<file path="config.mk">
export PLATFORM = sky130hd
export DESIGN_NAME = sercfg_loader
export DESIGN_NICKNAME = d
export VERILOG_FILES = /design/src/rtl/sercfg_pkg.sv /design/src/rtl/sercfg_tick.sv /design/src/rtl/sercfg_timer.sv /design/src/rtl/sercfg_shift.sv /design/src/rtl/sercfg_loader.sv
export SDC_FILE = /design/constraint.sdc
export NUM_CORES = 1
export LEC_CHECK = 0
export CORE_MARGIN = 1.5
export CORE_UTILIZATION = 56
export CTS_CLUSTER_DIAMETER = 150
export CTS_CLUSTER_SIZE = 8
export DETAILED_ROUTE_END_ITERATION = 7
export PLACE_DENSITY = 0.8
export SLEW_MARGIN = 10
export SYNTH_ARGS = -nofsm -noshare
export SYNTH_HDL_FRONTEND = slang
export SYNTH_HIERARCHICAL = 1
export SYNTH_SLANG_ARGS = --single-unit
export TNS_END_PERCENT = 20
</file>
<file path="constraint.sdc">
create_clock -name clk_i -period 3.7 [get_ports clk_i]
set_clock_uncertainty 0.1 [all_clocks]
set_input_delay 0.925 -clock clk_i [delete_from_list [all_inputs] [get_ports clk_i]]
set_output_delay 0.925 -clock clk_i [all_outputs]
set_load 0.02 [all_outputs]
</file>
<file path="src/rtl/sercfg_pkg.sv">
`timescale 1ns/1ps
package sercfg_pkg;

   typedef enum logic [2:0] {
      ST_IDLE     = 3'd0,
      ST_BUSY     = 3'd1,
      ST_OK       = 3'd2,
      ST_INIT_TMO = 3'd3,
      ST_CRC_ERR  = 3'd4,
      ST_DONE_TMO = 3'd5
   } cfg_status_e;

   typedef enum logic [2:0] {
      PH_IDLE,
      PH_CLEAR,
      PH_RELEASE,
      PH_FETCH,
      PH_SHIFT,
      PH_FINISH
   } cfg_phase_e;

endpackage

</file>
<file path="src/rtl/sercfg_tick.sv">
`timescale 1ns/1ps
// Half-period strobe generator for the serial clock.
module sercfg_tick #(
   parameter int unsigned DIV = 2
)(
   input  logic clk_i,
   input  logic rst_ni,
   input  logic en_i,
   output logic tick_o
);
   localparam int unsigned CW = (DIV > 1) ? $clog2(DIV) : 1;
   localparam logic [CW-1:0] LAST = CW'(DIV - 1);

   if (DIV < 1) begin : g_bad_div
      $error("sercfg_tick: DIV must be at least 1");
   end

   logic [CW-1:0] cnt_q;

   always_ff @(posedge clk_i or negedge rst_ni) begin
      if (!rst_ni)             cnt_q <= '0;
      else if (!en_i)          cnt_q <= '0;
      else if (cnt_q == LAST)  cnt_q <= '0;
      else                     cnt_q <= cnt_q + CW'(1);
   end

   assign tick_o = en_i && (cnt_q == LAST);

   AST_TICK_RANGE: assert property (@(posedge clk_i) disable iff (!rst_ni)
      cnt_q <= LAST) else $error("tick counter out of range");

   AST_TICK_IDLE_CLEAR: assert property (@(posedge clk_i) disable iff (!rst_ni)
      !en_i |=> (cnt_q == '0)) else $error("tick counter not cleared");
endmodule

</file>
<file path="src/rtl/sercfg_timer.sv">
`timescale 1ns/1ps
// Saturating wait-phase timeout counter.
module sercfg_timer #(
   parameter int unsigned LIMIT = 1000
)(
   input  logic clk_i,
   input  logic rst_ni,
   input  logic en_i,
   input  logic clr_i,
   output logic expired_o
);
   localparam int unsigned CW = $clog2(LIMIT + 1);
   localparam logic [CW-1:0] LAST = CW'(LIMIT - 1);

   if (LIMIT < 2) begin : g_bad_limit
      $error("sercfg_timer: LIMIT must be at least 2");
   end

   logic [CW-1:0] cnt_q;

   always_ff @(posedge clk_i or negedge rst_ni) begin
      if (!rst_ni)                  cnt_q <= '0;
      else if (clr_i)               cnt_q <= '0;
      else if (en_i && !expired_o)  cnt_q <= cnt_q + CW'(1);
   end

   assign expired_o = (cnt_q == LAST);

   AST_TMR_CLEAR: assert property (@(posedge clk_i) disable iff (!rst_ni)
      clr_i |=> (cnt_q == '0)) else $error("timer not cleared");

   AST_TMR_BOUND: assert property (@(posedge clk_i) disable iff (!rst_ni)
      cnt_q <= LAST) else $error("timer past limit");
endmodule

</file>
<file path="src/rtl/sercfg_shift.sv">
`timescale 1ns/1ps
// MSB-first parallel-to-serial byte register.
module sercfg_shift #(
   parameter int unsigned W = 8
)(
   input  logic         clk_i,
   input  logic         rst_ni,
   input  logic         load_i,
   input  logic [W-1:0] data_i,
   input  logic         shift_i,
   output logic         msb_o,
   output logic         last_o
);
   localparam int unsigned BCW = (W > 1) ? $clog2(W) : 1;
   localparam logic [BCW-1:0] LAST = BCW'(W - 1);

   if (W < 2) begin : g_bad_width
      $error("sercfg_shift: W must be at least 2");
   end

   logic [W-1:0]   sh_q;
   logic [BCW-1:0] bit_q;

   always_ff @(posedge clk_i or negedge rst_ni) begin
      if (!rst_ni) begin
         sh_q  <= '0;
         bit_q <= '0;
      end else if (load_i) begin
         sh_q  <= data_i;
         bit_q <= '0;
      end else if (shift_i) begin
         sh_q  <= {sh_q[W-2:0], 1'b0};
         bit_q <= bit_q + BCW'(1);
      end
   end

   assign msb_o  = sh_q[W-1];
   assign last_o = (bit_q == LAST);

   AST_SHIFT_LOAD: assert property (@(posedge clk_i) disable iff (!rst_ni)
      load_i |=> (bit_q == '0) && (msb_o == $past(data_i[W-1])))
      else $error("load did not present top bit");
endmodule

</file>
<file path="src/rtl/sercfg_loader.sv">
`timescale 1ns/1ps
// Slave-serial configuration sequencer for a target FPGA.
module sercfg_loader
   import sercfg_pkg::*;
#(
   parameter int unsigned DATA_W      = 8,
   parameter int unsigned CNT_W       = 16,
   parameter int unsigned TIMEOUT_CYC = 1000000,
   parameter int unsigned CCLK_DIV    = 2
)(
   input  logic              clk_i,
   input  logic              rst_ni,
   input  logic              start_i,
   input  logic [CNT_W-1:0]  byte_count_i,
   input  logic [DATA_W-1:0] s_data_i,
   input  logic              s_valid_i,
   output logic              s_ready_o,
   output logic              tgt_clear_n_o,
   output logic              ser_clk_o,
   output logic              ser_dat_o,
   input  logic              tgt_busy_n_i,
   input  logic              tgt_live_i,
   output logic              pre_hook_o,
   output logic              post_hook_o,
   output logic [2:0]        status_o
);
   if (CNT_W < 1) begin : g_bad_cnt
      $error("sercfg_loader: CNT_W must be at least 1");
   end

   cfg_phase_e       st_q, st_n;
   cfg_status_e      status_q, fin_code;
   logic [CNT_W-1:0] left_q;
   logic             sclk_q, pre_q, post_q;
   logic             fin, tick, tmo, accept, err_seen, shift_bit, last_bit, msb;
   logic             tick_en, tmr_en, tmr_clr;

   assign err_seen  = !tgt_busy_n_i && !tgt_live_i;
   assign s_ready_o = (st_q == PH_FETCH) && (left_q != '0) && !err_seen;
   assign accept    = s_ready_o && s_valid_i;
   assign tick_en   = (st_q == PH_SHIFT) || (st_q == PH_FINISH);
   assign tmr_en    = (st_q == PH_CLEAR) || (st_q == PH_RELEASE) || (st_q == PH_FINISH);
   assign tmr_clr   = (st_n != st_q);
   assign shift_bit = (st_q == PH_SHIFT) && tick && sclk_q;

   sercfg_tick #(.DIV(CCLK_DIV)) u_tick (
      .clk_i(clk_i), .rst_ni(rst_ni), .en_i(tick_en), .tick_o(tick));

   sercfg_timer #(.LIMIT(TIMEOUT_CYC)) u_timer (
      .clk_i(clk_i), .rst_ni(rst_ni), .en_i(tmr_en), .clr_i(tmr_clr), .expired_o(tmo));

   sercfg_shift #(.W(DATA_W)) u_shift (
      .clk_i(clk_i), .rst_ni(rst_ni), .load_i(accept), .data_i(s_data_i),
      .shift_i(shift_bit), .msb_o(msb), .last_o(last_bit));

   always_comb begin
      st_n     = st_q;
      fin      = 1'b0;
      fin_code = ST_OK;
      unique case (st_q)
         PH_IDLE:    if (start_i) st_n = PH_CLEAR;
         PH_CLEAR:   if (!tgt_busy_n_i) st_n = PH_RELEASE;
                     else if (tmo) begin fin = 1'b1; fin_code = ST_INIT_TMO; end
         PH_RELEASE: if (tgt_busy_n_i) st_n = PH_FETCH;
                     else if (tmo) begin fin = 1'b1; fin_code = ST_INIT_TMO; end
         PH_FETCH:   if (left_q == '0) st_n = PH_FINISH;
                     else if (err_seen) begin fin = 1'b1; fin_code = ST_CRC_ERR; end
                     else if (s_valid_i) st_n = PH_SHIFT;
         PH_SHIFT:   if (shift_bit && last_bit) st_n = PH_FETCH;
         PH_FINISH:  if (tgt_live_i) begin fin = 1'b1; fin_code = ST_OK; end
                     else if (tmo) begin fin = 1'b1; fin_code = ST_DONE_TMO; end
         default:    st_n = PH_IDLE;
      endcase
      if (fin) st_n = PH_IDLE;
   end

   always_ff @(posedge clk_i or negedge rst_ni) begin
      if (!rst_ni) begin
         st_q     <= PH_IDLE;
         status_q <= ST_IDLE;
         left_q   <= '0;
         sclk_q   <= 1'b0;
         pre_q    <= 1'b0;
         post_q   <= 1'b0;
      end else begin
         st_q   <= st_n;
         pre_q  <= (st_q == PH_IDLE) && start_i;
         post_q <= fin;
         if ((st_q == PH_IDLE) && start_i) begin
            left_q   <= byte_count_i;
            status_q <= ST_BUSY;
         end
         if (accept) left_q <= left_q - CNT_W'(1);
         if (tick_en && tick) sclk_q <= !sclk_q;
         if (fin) begin
            sclk_q   <= 1'b0;
            status_q <= fin_code;
         end
      end
   end

   assign tgt_clear_n_o = (st_q != PH_CLEAR);
   assign ser_clk_o     = sclk_q;
   assign ser_dat_o     = (st_q == PH_SHIFT) ? msb : 1'b1;
   assign pre_hook_o    = pre_q;
   assign post_hook_o   = post_q;
   assign status_o      = status_q;

   AST_DAT_STABLE_HIGH: assert property (@(posedge clk_i) disable iff (!rst_ni)
      (ser_clk_o && $past(ser_clk_o)) |-> $stable(ser_dat_o))
      else $error("data moved while serial clock high");

   AST_QUIET_IN_CLEAR: assert property (@(posedge clk_i) disable iff (!rst_ni)
      !tgt_clear_n_o |-> (!ser_clk_o && !s_ready_o))
      else $error("activity while clear asserted");

   AST_NO_TAKE_ON_ERROR: assert property (@(posedge clk_i) disable iff (!rst_ni)
      s_ready_o |-> (tgt_busy_n_i || tgt_live_i))
      else $error("byte offered during target error");

   AST_READY_CLOCK_LOW: assert property (@(posedge clk_i) disable iff (!rst_ni)
      s_ready_o |-> !ser_clk_o) else $error("ready during shifting");

   AST_START_IGNORED: assert property (@(posedge clk_i) disable iff (!rst_ni)
      ((status_q == ST_BUSY) && start_i) |=> !pre_hook_o)
      else $error("restart during load");

   AST_POST_FINAL: assert property (@(posedge clk_i) disable iff (!rst_ni)
      post_hook_o |-> ((status_q != ST_BUSY) && (status_q != ST_IDLE)))
      else $error("post strobe without final code");

   AST_HOOKS_APART: assert property (@(posedge clk_i) disable iff (!rst_ni)
      $onehot0({pre_hook_o, post_hook_o})) else $error("strobes overlap");

   AST_RESULT_HOLDS: assert property (@(posedge clk_i) disable iff (!rst_ni)
      ((status_q != ST_BUSY) && (status_q != ST_IDLE) && !start_i) |=> $stable(status_q))
      else $error("final code changed");
endmodule

</file>
==> reports/qor.yml, run 1 <==
r2r-start: "u_timer/cnt_q[15]"
drc: 0
critPathMaxStageDelay_ns: 0.65
ys_warn_count: 6
synth_top_area_cell: "dfrtp_1"
cts_resized: 0
max_freq_mhz: 283.1
crit_path_cell_trace: "clkdlybuf4s50_1 -> nor2_1 -> nor3_1 -> clkdlybuf4s50_1"
synth.most_common_cell: "dfrtp_1"
synthCells: 352
drt-initial-drc-count: 240
async_flop_share_pct: 100.0
worstHoldStart: "u_shift/sh_q[0]"
ys_top_cells_by_count: "57 x dfrtp_1, 39 x nor2_1, 38 x nand2_1, 24 x o21ai_0, 18 x a21oi_1"
drv_slew: 0
initial_core_util_pct: 58.40
synth_area_leaders: "dfrtp_1 44%, nor2_1 4.6%, nand2_1 4.4%"
yosysSeqAreaShare_pct: 44.36
dieWidth_um: 78.78
syn_nets: 386
num_rows: 27
clockRootBuffer: "clkbuf_8"
fp.dieH_um: 78.78
grt_setup_unrepaired: "false"
seqPwrFrac_pct: 39.4
synthFlopType: "dfrtp_1"
slew_headroom_pct: 53.51
via_per_inst: 5.844
cts_made_buffers: 9
ant_nets: 0
post_cts_buffers: 0
ctsHoldBuffers: 0
p_switching_mw: 1.028
area_growth_pct: 20.00
cts_buffer_depth: 2
dp_hpwl_um: 4918
hold_ws_ns: 0.4136
ys_ff_latch: 57
avgSynthCellArea_sq_um: 9.135
setup-violations-final: 0
antenna_found_initial: 0
io_buffer_count: 38
final_core_util_pct: 70.08
reg2reg_setup_slack_ns: 0.64
htreeDepth: 3
start_kind: "input pin"
die_area_sq_um: 6206
grt_overflow_total: 0
drive_above_1_share_pct: 10.45
synth_top_area_share_pct: 44.36
power_density_nw_per_um2: 664.1
irDropWorstVdd_mv: 0.3711
internal_power_mw: 1.534
grtUsageTotal_pct: 25.55
worst_slew_pin_slew_ns: 0.6974
cp_slowest_cell: "clkdlybuf4s50_1"
fin_crit_ns: 3.532
timing.critical_path.mode_cell: "clkdlybuf4s50_1"
synth_edf_count: 0
grt_pass1_vias: 2810
r2r_end: "u_timer/cnt_q[4]"
finalHoldViolCount: 0
leakage_nw: 1.615
p_sw_share_pct: 40.12
wl_um: 6940
cts_tree: "done"
cts.sinks: 57
clk_latency_ns: 0.34
syn_area_sq_um: 3216
worst-r2r-cell-count: 10
grt_pass1_wl_um: 12280
gp_congestion: 0.8390
crit_fanout: 6
final.period_utilization_pct: 95.47
outcome: "complete, no violations"
io_pins: 39
hp-class: "reg2reg"
nets: 431
arrival_ns: 2.51
crit_type: "in2out"
holdPathStages: 1
min_to: "u_shift/sh_q[0]"
p_clk_share_pct: 20.6
cap_violations: 0
antenna_cells: 0
pwr-share-comb_pct: 40.0
wire_per_inst_um: 14.64
cp-end-kind: "output pin"
fin_setup_tns_ns: 0
via_count: 2770
fp.coreArea_sq_um: 5507
first_pass_iters: 4
synth.distinct_cells: 61
required_ns: 2.67
clk_pin_slew_ns: 0.06
grt_max_degree: 58
## layout by cell type, fill, tap and decap left out, types with 2 or more instances in the layout
cell             count
o41ai_1              2
nand4_1              7
a211oi_1             3
xnor2_1              4
o21ai_0             24
nor2b_1              3
clkinv_2             3
o221ai_1             2
nand2b_1             7
and4bb_2             2
ha_1                 4
a311oi_1             4
or3_1                6
buf_4               10
and3_1               2
nor3_1              12
or2_2                2
clkdlybuf4s50_1     37
nand3_1             14
nor4_1               4
nor2_1              39
a21oi_1             18
mux2i_1             12
inv_1               11
o211ai_1             6
nand3b_1             2
o2bb2ai_1            2
a22oi_1              2
clkbuf_1             2
dfrtp_1             57
a21o_1               2
o21ai_1              6
clkbuf_8            11
nand2_1             38
xor2_1              11
a221o_1              3
## power by group through the flow
stage,clock network (mW),registers [mW],logic [mW]
3_5_place_dp,0,1.01,1.03
4_1_cts,0.532,1.01,1.03
3_3_place_gp,0,1.01,0.990
5_1_grt,0.559,1.05,1.15
6_report,0.527,1.01,1.03
2_1_floorplan,0,0.983,0.696
## critical path: cells and delay by family
family	cells	cell delay, ns
buf+inv	2	1.21
simple gates	2	0.36
## cell families after synthesis
family                     count (synthesis)  synth area share (%)
AOI/OAI and AO/OA                         85                 17.35
xor gates and xnor gates                  15                 4.085
adders and majority gates                  4                 1.556
buffers and inverters                     26                 3.774
DFF                                       57                 44.36
muxes                                     12                 3.736
and+or+nand+nor                          153                 25.14
## how the worst max path moves through the flow
stage	start	end	slack (ns)	depth (start not counted)
6_report	tgt_busy_n_i	s_ready_o	0.17	4
5_1_grt	left_q[10]	s_ready_o	0.11	5
2_1_floorplan	tgt_busy_n_i	u_timer/cnt_q[0]	0.73	9
4_1_cts	tgt_busy_n_i	s_ready_o	0.17	4
3_5_place_dp	tgt_busy_n_i	u_timer/cnt_q[4]	0.10	9
3_3_place_gp	tgt_busy_n_i	s_ready_o	0.21	4
## per-stage QoR
step                      std cells  worst slack [ns]  total power [mW]  area, sq um
after CTS                       474            0.1695             2.570         3859
after detailed placement        458            0.1044             2.040         3685
after global placement          458            0.2090             1.995         3685
final                           474            0.1676             2.563         3859
after floorplan                 352            0.7261             1.680         3216
after global routing            474            0.1124             2.753         3859
## registers in the layout, indices dropped and copies added, names as in the netlist
signal	count
u_tick/cnt_q	1
ser_clk_o	1
left_q	16
pre_hook_o	1
post_hook_o	1
u_timer/cnt_q	20
u_shift/bit_q	3
st_q	3
u_shift/sh_q	8
status_o	3
## final cells by class
class                   instances  area, sq um
clock buffers                  13        158.9
clock inverters                 3        15.01
fillers                       432         1648
inverters                      12        45.04
multi-input cells             269         1673
flip-flops and latches         57         1426
well taps                      72        90.09
repair buffers                 48        450.4
## routing by layer
metal	vias to the layer above	GRT usage (%)	wire length, um
li1	1365	-	-
met1	1320	33.94	3257
met3	14	4.138	317
met2	71	39.91	3231
met4	0	14.29	134
met5	-	0	0
Note: power is estimated with default switching activity, not from simulation.
==> run 2: changes to the inputs <==
- SYNTH_HIERARCHICAL: 1 -> unset
==> run 2 against run 1 <==
Net effect: core utilization up 1.2 points; worst hold slack got worse by 0.031 ns; die area up 1.8%; synthesized cell count shrank 2.0%; critical endpoint unchanged; sequential power about the same.
==> reports/qor.yml, run 2 <==
first_pass_iters: 4  # unchanged
report.power.total_mw: 2.773  # +8.2%
synth.distinct_cells: 63  # +3.3%
max_freq_mhz: 282.4  # -0.24%
fp.dieH_um: 79.48  # +0.89%
via_count: 2735  # -1.3%
fillers: 436  # +0.93%
grt_setup_unrepaired: "false"
holdPathStages: 2  # +1
final_core_util_pct: 71.27  # +1.2 points
grt_pass1_vias: 2840  # +1.1%
hp-class: "reg2reg"
io_buffer_count: 38  # unchanged
worst-r2r-cell-count: 9  # -1
initial_core_util_pct: 58.77  # +0.37 points
clk_latency_ns: 0.33  # about the same
htreeDepth: 3  # unchanged
wl_um: 7290  # +5.0%
synthCells: 345  # -2.0%
syn_nets: 379  # -1.8%
fin_setup_tns_ns: 0  # unchanged
crit_fanout: 6  # unchanged
drc: 0  # unchanged
outcome: "complete, no violations"
ys_ff_latch: 57  # unchanged
area_growth_pct: 21.28
clockRootBuffer: "clkbuf_8"
gp_congestion: 0.8809  # +5.0%
p_clk_share_pct: 21.6  # +1.0 points
internal_power_mw: 1.649  # +7.5%
synth_area_leaders: "dfrtp_1 44%, nor3_2 5.8%, nand2_1 4.9%"
antenna_cells: 0  # unchanged
grt_max_degree: 33  # -43%
reg_top3: "u_timer.cnt_q x20, left_q x16, u_shift.sh_q x8"
p_switching_mw: 1.124  # +9.3%
synthFlopType: "dfrtp_1"
ant_nets: 0  # unchanged
ys_top_cells_by_count: "57 x dfrtp_1, 43 x nand2_1, 37 x nor2_1, 19 x nor3_2, 16 x xnor2_1"
power_density_nw_per_um2: 697.9  # +5.1%
avgSynthCellArea_sq_um: 9.495  # +3.9%
die_area_sq_um: 6317  # +1.8%
irDropWorstVdd_mv: 0.4925  # +33%
synth_top_area_cell: "dfrtp_1"
via_per_inst: 5.857  # +0.22%
setup-violations-final: 0  # unchanged
reg2reg_setup_slack_ns: 0.57  # -0.07 ns
final_cells: 467  # -1.5%
cts_made_buffers: 9  # unchanged
post_cts_buffers: 0  # unchanged
cp-end-kind: "output pin"
cap_violations: 0  # unchanged
ys_warn_count: 0  # -6
grtUsageTotal_pct: 25.81  # +0.25 points
drt-initial-drc-count: 126  # -48%
syn_area_sq_um: 3276  # +1.9%
wire_per_inst_um: 15.61  # +6.6%
arrival_ns: 2.52  # about the same
slew_headroom_pct: 49.98  # -3.5 points
drive_above_1_share_pct: 16.46  # +6.0 points
final_cell_mix: "57 x dfrtp_1, 43 x nand2_1, 37 x nor2_1, 37 x clkdlybuf4s50_1, 19 x nor3_2"
final_common_cell: "dfrtp_1"
drv_slew: 0  # unchanged
crit_type: "reg2out"
finalHoldViolCount: 0  # unchanged
placed_area_sq_um: 3759  # +2.0%
setup_slack_ns: 0.1590  # -0.008652 ns
start_kind: "flip-flop"
synth_edf_count: 0  # unchanged
largest-register: "u_timer.cnt_q"
required_ns: 2.67  # about the same
dp.cells: 451  # -1.5%
nets: 424  # -1.6%
p_sw_share_pct: 40.53  # +0.41 points
fp.coreArea_sq_um: 5574  # +1.2%
cts.sinks: 57  # unchanged
clk_pin_slew_ns: 0.06  # about the same
io_pins: 39  # unchanged
fin_area_sq_um: 3973  # +3.0%
grt_pass1_wl_um: 12670  # +3.1%
yosysSeqAreaShare_pct: 43.54  # -0.81 points
num_rows: 27  # unchanged
synth.most_common_cell: "dfrtp_1"
grt_overflow_total: 0  # unchanged
dieWidth_um: 79.48  # +0.89%
final.period_utilization_pct: 95.70  # +0.23 points
largest_reg_flops: 20  # unchanged
cts_tree: "done"
async_flop_share_pct: 100.0  # unchanged
worst_slew_pin_slew_ns: 0.7454  # +0.04799 ns
seqPwrFrac_pct: 36.3  # -3.1 points
pwr-share-comb_pct: 42.1  # +2.1 points
synth_top_area_share_pct: 43.54  # -0.81 points
fin_crit_ns: 3.541  # +0.008652 ns
hold_ws_ns: 0.3824  # -0.03119 ns
dp_hpwl_um: 5075  # +3.2%
antenna_found_initial: 0  # unchanged
cts_buffer_depth: 2  # unchanged
leakage_nw: 1.596  # -1.1%
dp_worst_setup_slack_ns: 0.1803  # +0.07595 ns
-- run 2: cell count changes in the layout (fill, tap and decap cells not counted), moves of 6 or more --
cell,delta
a21oi_1,-9
mux2i_1,-6
nor3_2,+18
o21ai_0,-18
xnor2_1,+12
xor2_1,-6
-- run 2: layer usage --
| layer | share of wire, % | GRT usage [%] | vias to the layer above |
|---|---|---|---|
| met2 | 50 | 43.90 | 70 |
| met5 | 0 | 0 | - |
| met4 | 1.4 | 10.35 | 0 |
| li1 | - | - | 1335 |
| met1 | 44 | 30.42 | 1320 |
| met3 | 4.4 | 7.543 | 10 |
-- run 2: final timing paths --
path                                 startpoint               to
worst max-delay path                  left_q[0]        s_ready_o
worst min-delay path            u_shift.sh_q[7]  u_shift.sh_q[7]
worst max register to register        left_q[0]  u_shift.sh_q[3]
worst min register to register  u_shift.sh_q[7]  u_shift.sh_q[7]
max in group asynchronous                rst_ni      status_o[1]
min in group asynchronous                rst_ni       left_q[13]
-- run 2: logic make-up after synthesis --
group	count (synthesis)	share of synthesized area, %
AND/OR/NAND/NOR	169	29.45
AO/OA/AOI/OAI	59	12.83
flip-flops	57	43.54
buffers and inverters	27	4.355
XOR/XNOR	22	6.111
multiplexers	7	2.177
adder cells (fa/ha/maj)	4	1.528
-- run 2: area by class of cell --
class	count	area [sq um]	share of cell area, %
inverters	11	41.29	1.039
clock buffers	14	172.7	4.346
multi-input cells	261	1717	43.21
flip-flops and latches	57	1426	35.91
clock inverters	2	35.03	0.8819
well taps	72	90.09	2.268
repair buffers	50	490.5	12.35
-- run 2: what timing repair did --
item	in CTS	in global routing
hold buffers	0	0
endpoints found under the setup margin	0	1
gates resized for setup	0	1
-- run 2: power groups by stage --
stage,sequential [mW],combinational (mW),clock [mW]
6_report,1.01,1.17,0.598
5_1_grt,1.04,1.28,0.643
4_1_cts,1.00,1.17,0.614
3_5_place_dp,1.00,1.16,0
3_3_place_gp,0.997,1.12,0
2_1_floorplan,0.950,0.855,0
-- run 2: critical path, cell delays in order, from the launching register on --
cell and delay, ns:
dfrtp_1 0.41, inv_1 0.09, ha_1 0.25, or4b_1 0.48, nand3b_1 0.19, nor2_1 0.14
nor3_1 0.08, clkdlybuf4s50_1 0.55
==> run 3: changes to the inputs <==
- CORE_UTILIZATION: 56 -> 45
- PLACE_DENSITY: 0.8 -> 0.67
==> run 3 against run 2 <==
Net effect: critical endpoint unchanged; final cell count rose by 5.1%; critical path depth did not move; largest cell class unchanged; maximum frequency rose by 9.4%; sequential power barely moved.
==> reports/qor.yml, run 3 (synthesized netlist as in run 2, its figures left out) <==
power_density_nw_per_um2: 694.4  # -0.50%
fin_setup_tns_ns: 0  # unchanged
wirelength_met1_um: 3288  # +2.4%
cap_violations: 0  # unchanged
worst-r2r-cell-count: 9  # unchanged
grt_pass1_vias: 2714  # -4.4%
slew_headroom_pct: 36.11  # -14 points
via_per_inst: 5.556  # -5.1%
dp_hpwl_um: 5139  # +1.3%
drt-initial-drc-count: 95  # -25%
ant_nets: 0  # unchanged
crit_fanout: 6  # unchanged
io_buffer_count: 38  # unchanged
initial_core_util_pct: 47.43  # -11 points
first_pass_iters: 4  # unchanged
irDropWorstVdd_mv: 0.3346  # -32%
gp_congestion: 0.8703  # -1.2%
leakage_nw: 1.607  # +0.65%
hold_ws_ns: 0.3766  # -0.005733 ns
crit_type: "reg2out"
nets: 424  # unchanged
max_freq_mhz: 308.9  # +9.4%
grt_overflow_total: 0  # unchanged
drv_slew: 0  # unchanged
cts_tree: "done"
final_common_cell: "dfrtp_1"
wire_per_inst_um: 14.94  # -4.3%
cp-end-kind: "output pin"
maxUsedRoutingLayer: "met4"
htreeDepth: 3  # unchanged
largest-register: "u_timer.cnt_q"
largest_reg_flops: 20  # unchanged
reg_top3: "u_timer.cnt_q x20, left_q x16, u_shift.sh_q x8"
antenna_cells: 0  # unchanged
num_rows: 30  # +11%
worstHoldStart: "u_shift.sh_q[7]"
setup-violations-final: 0  # unchanged
r2r-start: "left_q[0]"
final_cell_mix: "57 x dfrtp_1, 43 x nand2_1, 37 x nor2_1"
arrival_ns: 2.21  # -0.31 ns
grt_max_degree: 44  # +33%
critical_path.startpoint: "left_q[0]"
wl_met2_um: 3615  # -1.0%
clk_pin_slew_ns: 0.08  # +0.02 ns
start_kind: "flip-flop"
drc: 0  # unchanged
outcome: "complete, no violations"
final_core_util_pct: 58.12  # -13 points
clk_latency_ns: 0.35  # +0.02 ns
drive_above_1_share_pct: 16.96  # +0.51 points
finalHoldViolCount: 0  # unchanged
grt_pass1_wl_um: 12520  # -1.2%
clockRootBuffer: "clkbuf_8"
required_ns: 2.67  # about the same
holdPathStages: 2  # unchanged
area_growth_pct: 22.54
grt_setup_unrepaired: "false"
post_cts_buffers: 0  # unchanged
die_area_sq_um: 7800  # +23%
fin_crit_ns: 3.238  # -0.3034 ns
worst_slew_pin_slew_ns: 0.9583  # +0.2130 ns
io_pins: 39  # unchanged
report.power.total_mw: 2.787  # +0.54%
cts_made_buffers: 9  # unchanged
cts_buffer_depth: 2  # unchanged
final_cells: 491  # +5.1%
final.period_utilization_pct: 87.50  # -8.2 points
dp.cells: 475  # +5.3%
antenna_found_initial: 0  # unchanged
hp-class: "reg2reg"
grtUsageTotal_pct: 20.84  # -5.0 points
wl_met3_um: 349  # +8.0%
fp.dieH_um: 88.32  # +11%
cts.sinks: 57  # unchanged
fp.coreArea_sq_um: 6907  # +24%
dieWidth_um: 88.32  # +11%
via_count: 2728  # -0.26%
wl_um: 7336  # +0.63%
run 3: routing by layer:
layer / vias up / GRT usage, %
li1: 1328 / -
met1: 1330 / 25.47
met2: 64 / 34.49
met3: 6 / 7.649
met4: 0 / 6.392
met5: - / 0
run 3: final timing paths:
check,end,slack (ns)
min in group asynchronous,left_q[6],0.63
setup / recovery,s_ready_o,0.46
max in group asynchronous,u_timer.cnt_q[2],2.17
setup reg to reg,u_timer.cnt_q[6],0.54
hold / removal,u_shift.sh_q[7],0.38
hold reg to reg,u_shift.sh_q[7],0.38
run 3: repair_timing:
action	4_1_cts	5_1_grt
setup endpoints to repair	0	1
hold buffers	0	0
resized for setup	0	2
run 3: where the power goes:
part,total (mW),leakage (nW),internal (mW),switching (mW)
logic,1.11,0.766,0.448,0.664
clock network,0.669,0.105,0.398,0.271
registers,1.01,0.736,0.806,0.201
total,2.79,1.61,1.65,1.14
run 3: critical path, cell delays in order, from the launching register on:
cell            delay (ns)
dfrtp_1               0.42
inv_1                 0.08
ha_1                  0.26
or4b_1                0.48
nand3b_1              0.17
nor2_1                0.17
nor3_1                0.06
dlymetal6s2s_1        0.22
run 3: metrics by stage:
stage / setup WS [ns] / area (sq um)
floorplan: 0.8359 / 3276
global placement: 0.2723 / 3776
detailed placement: 0.2381 / 3776
CTS: 0.05087 / 4005
global route: 0.3316 / 4014
finish: 0.4624 / 4014
run 3: cell type report:
class,instances,area [sq um]
fill,639,2893
inverter,11,41.29
sequential,57,1426
timing repair buffer,50,480.5
clock inverter,6,91.34
clock buffer,10,137.6
multi-input combinational,261,1717
tap,96,120.1
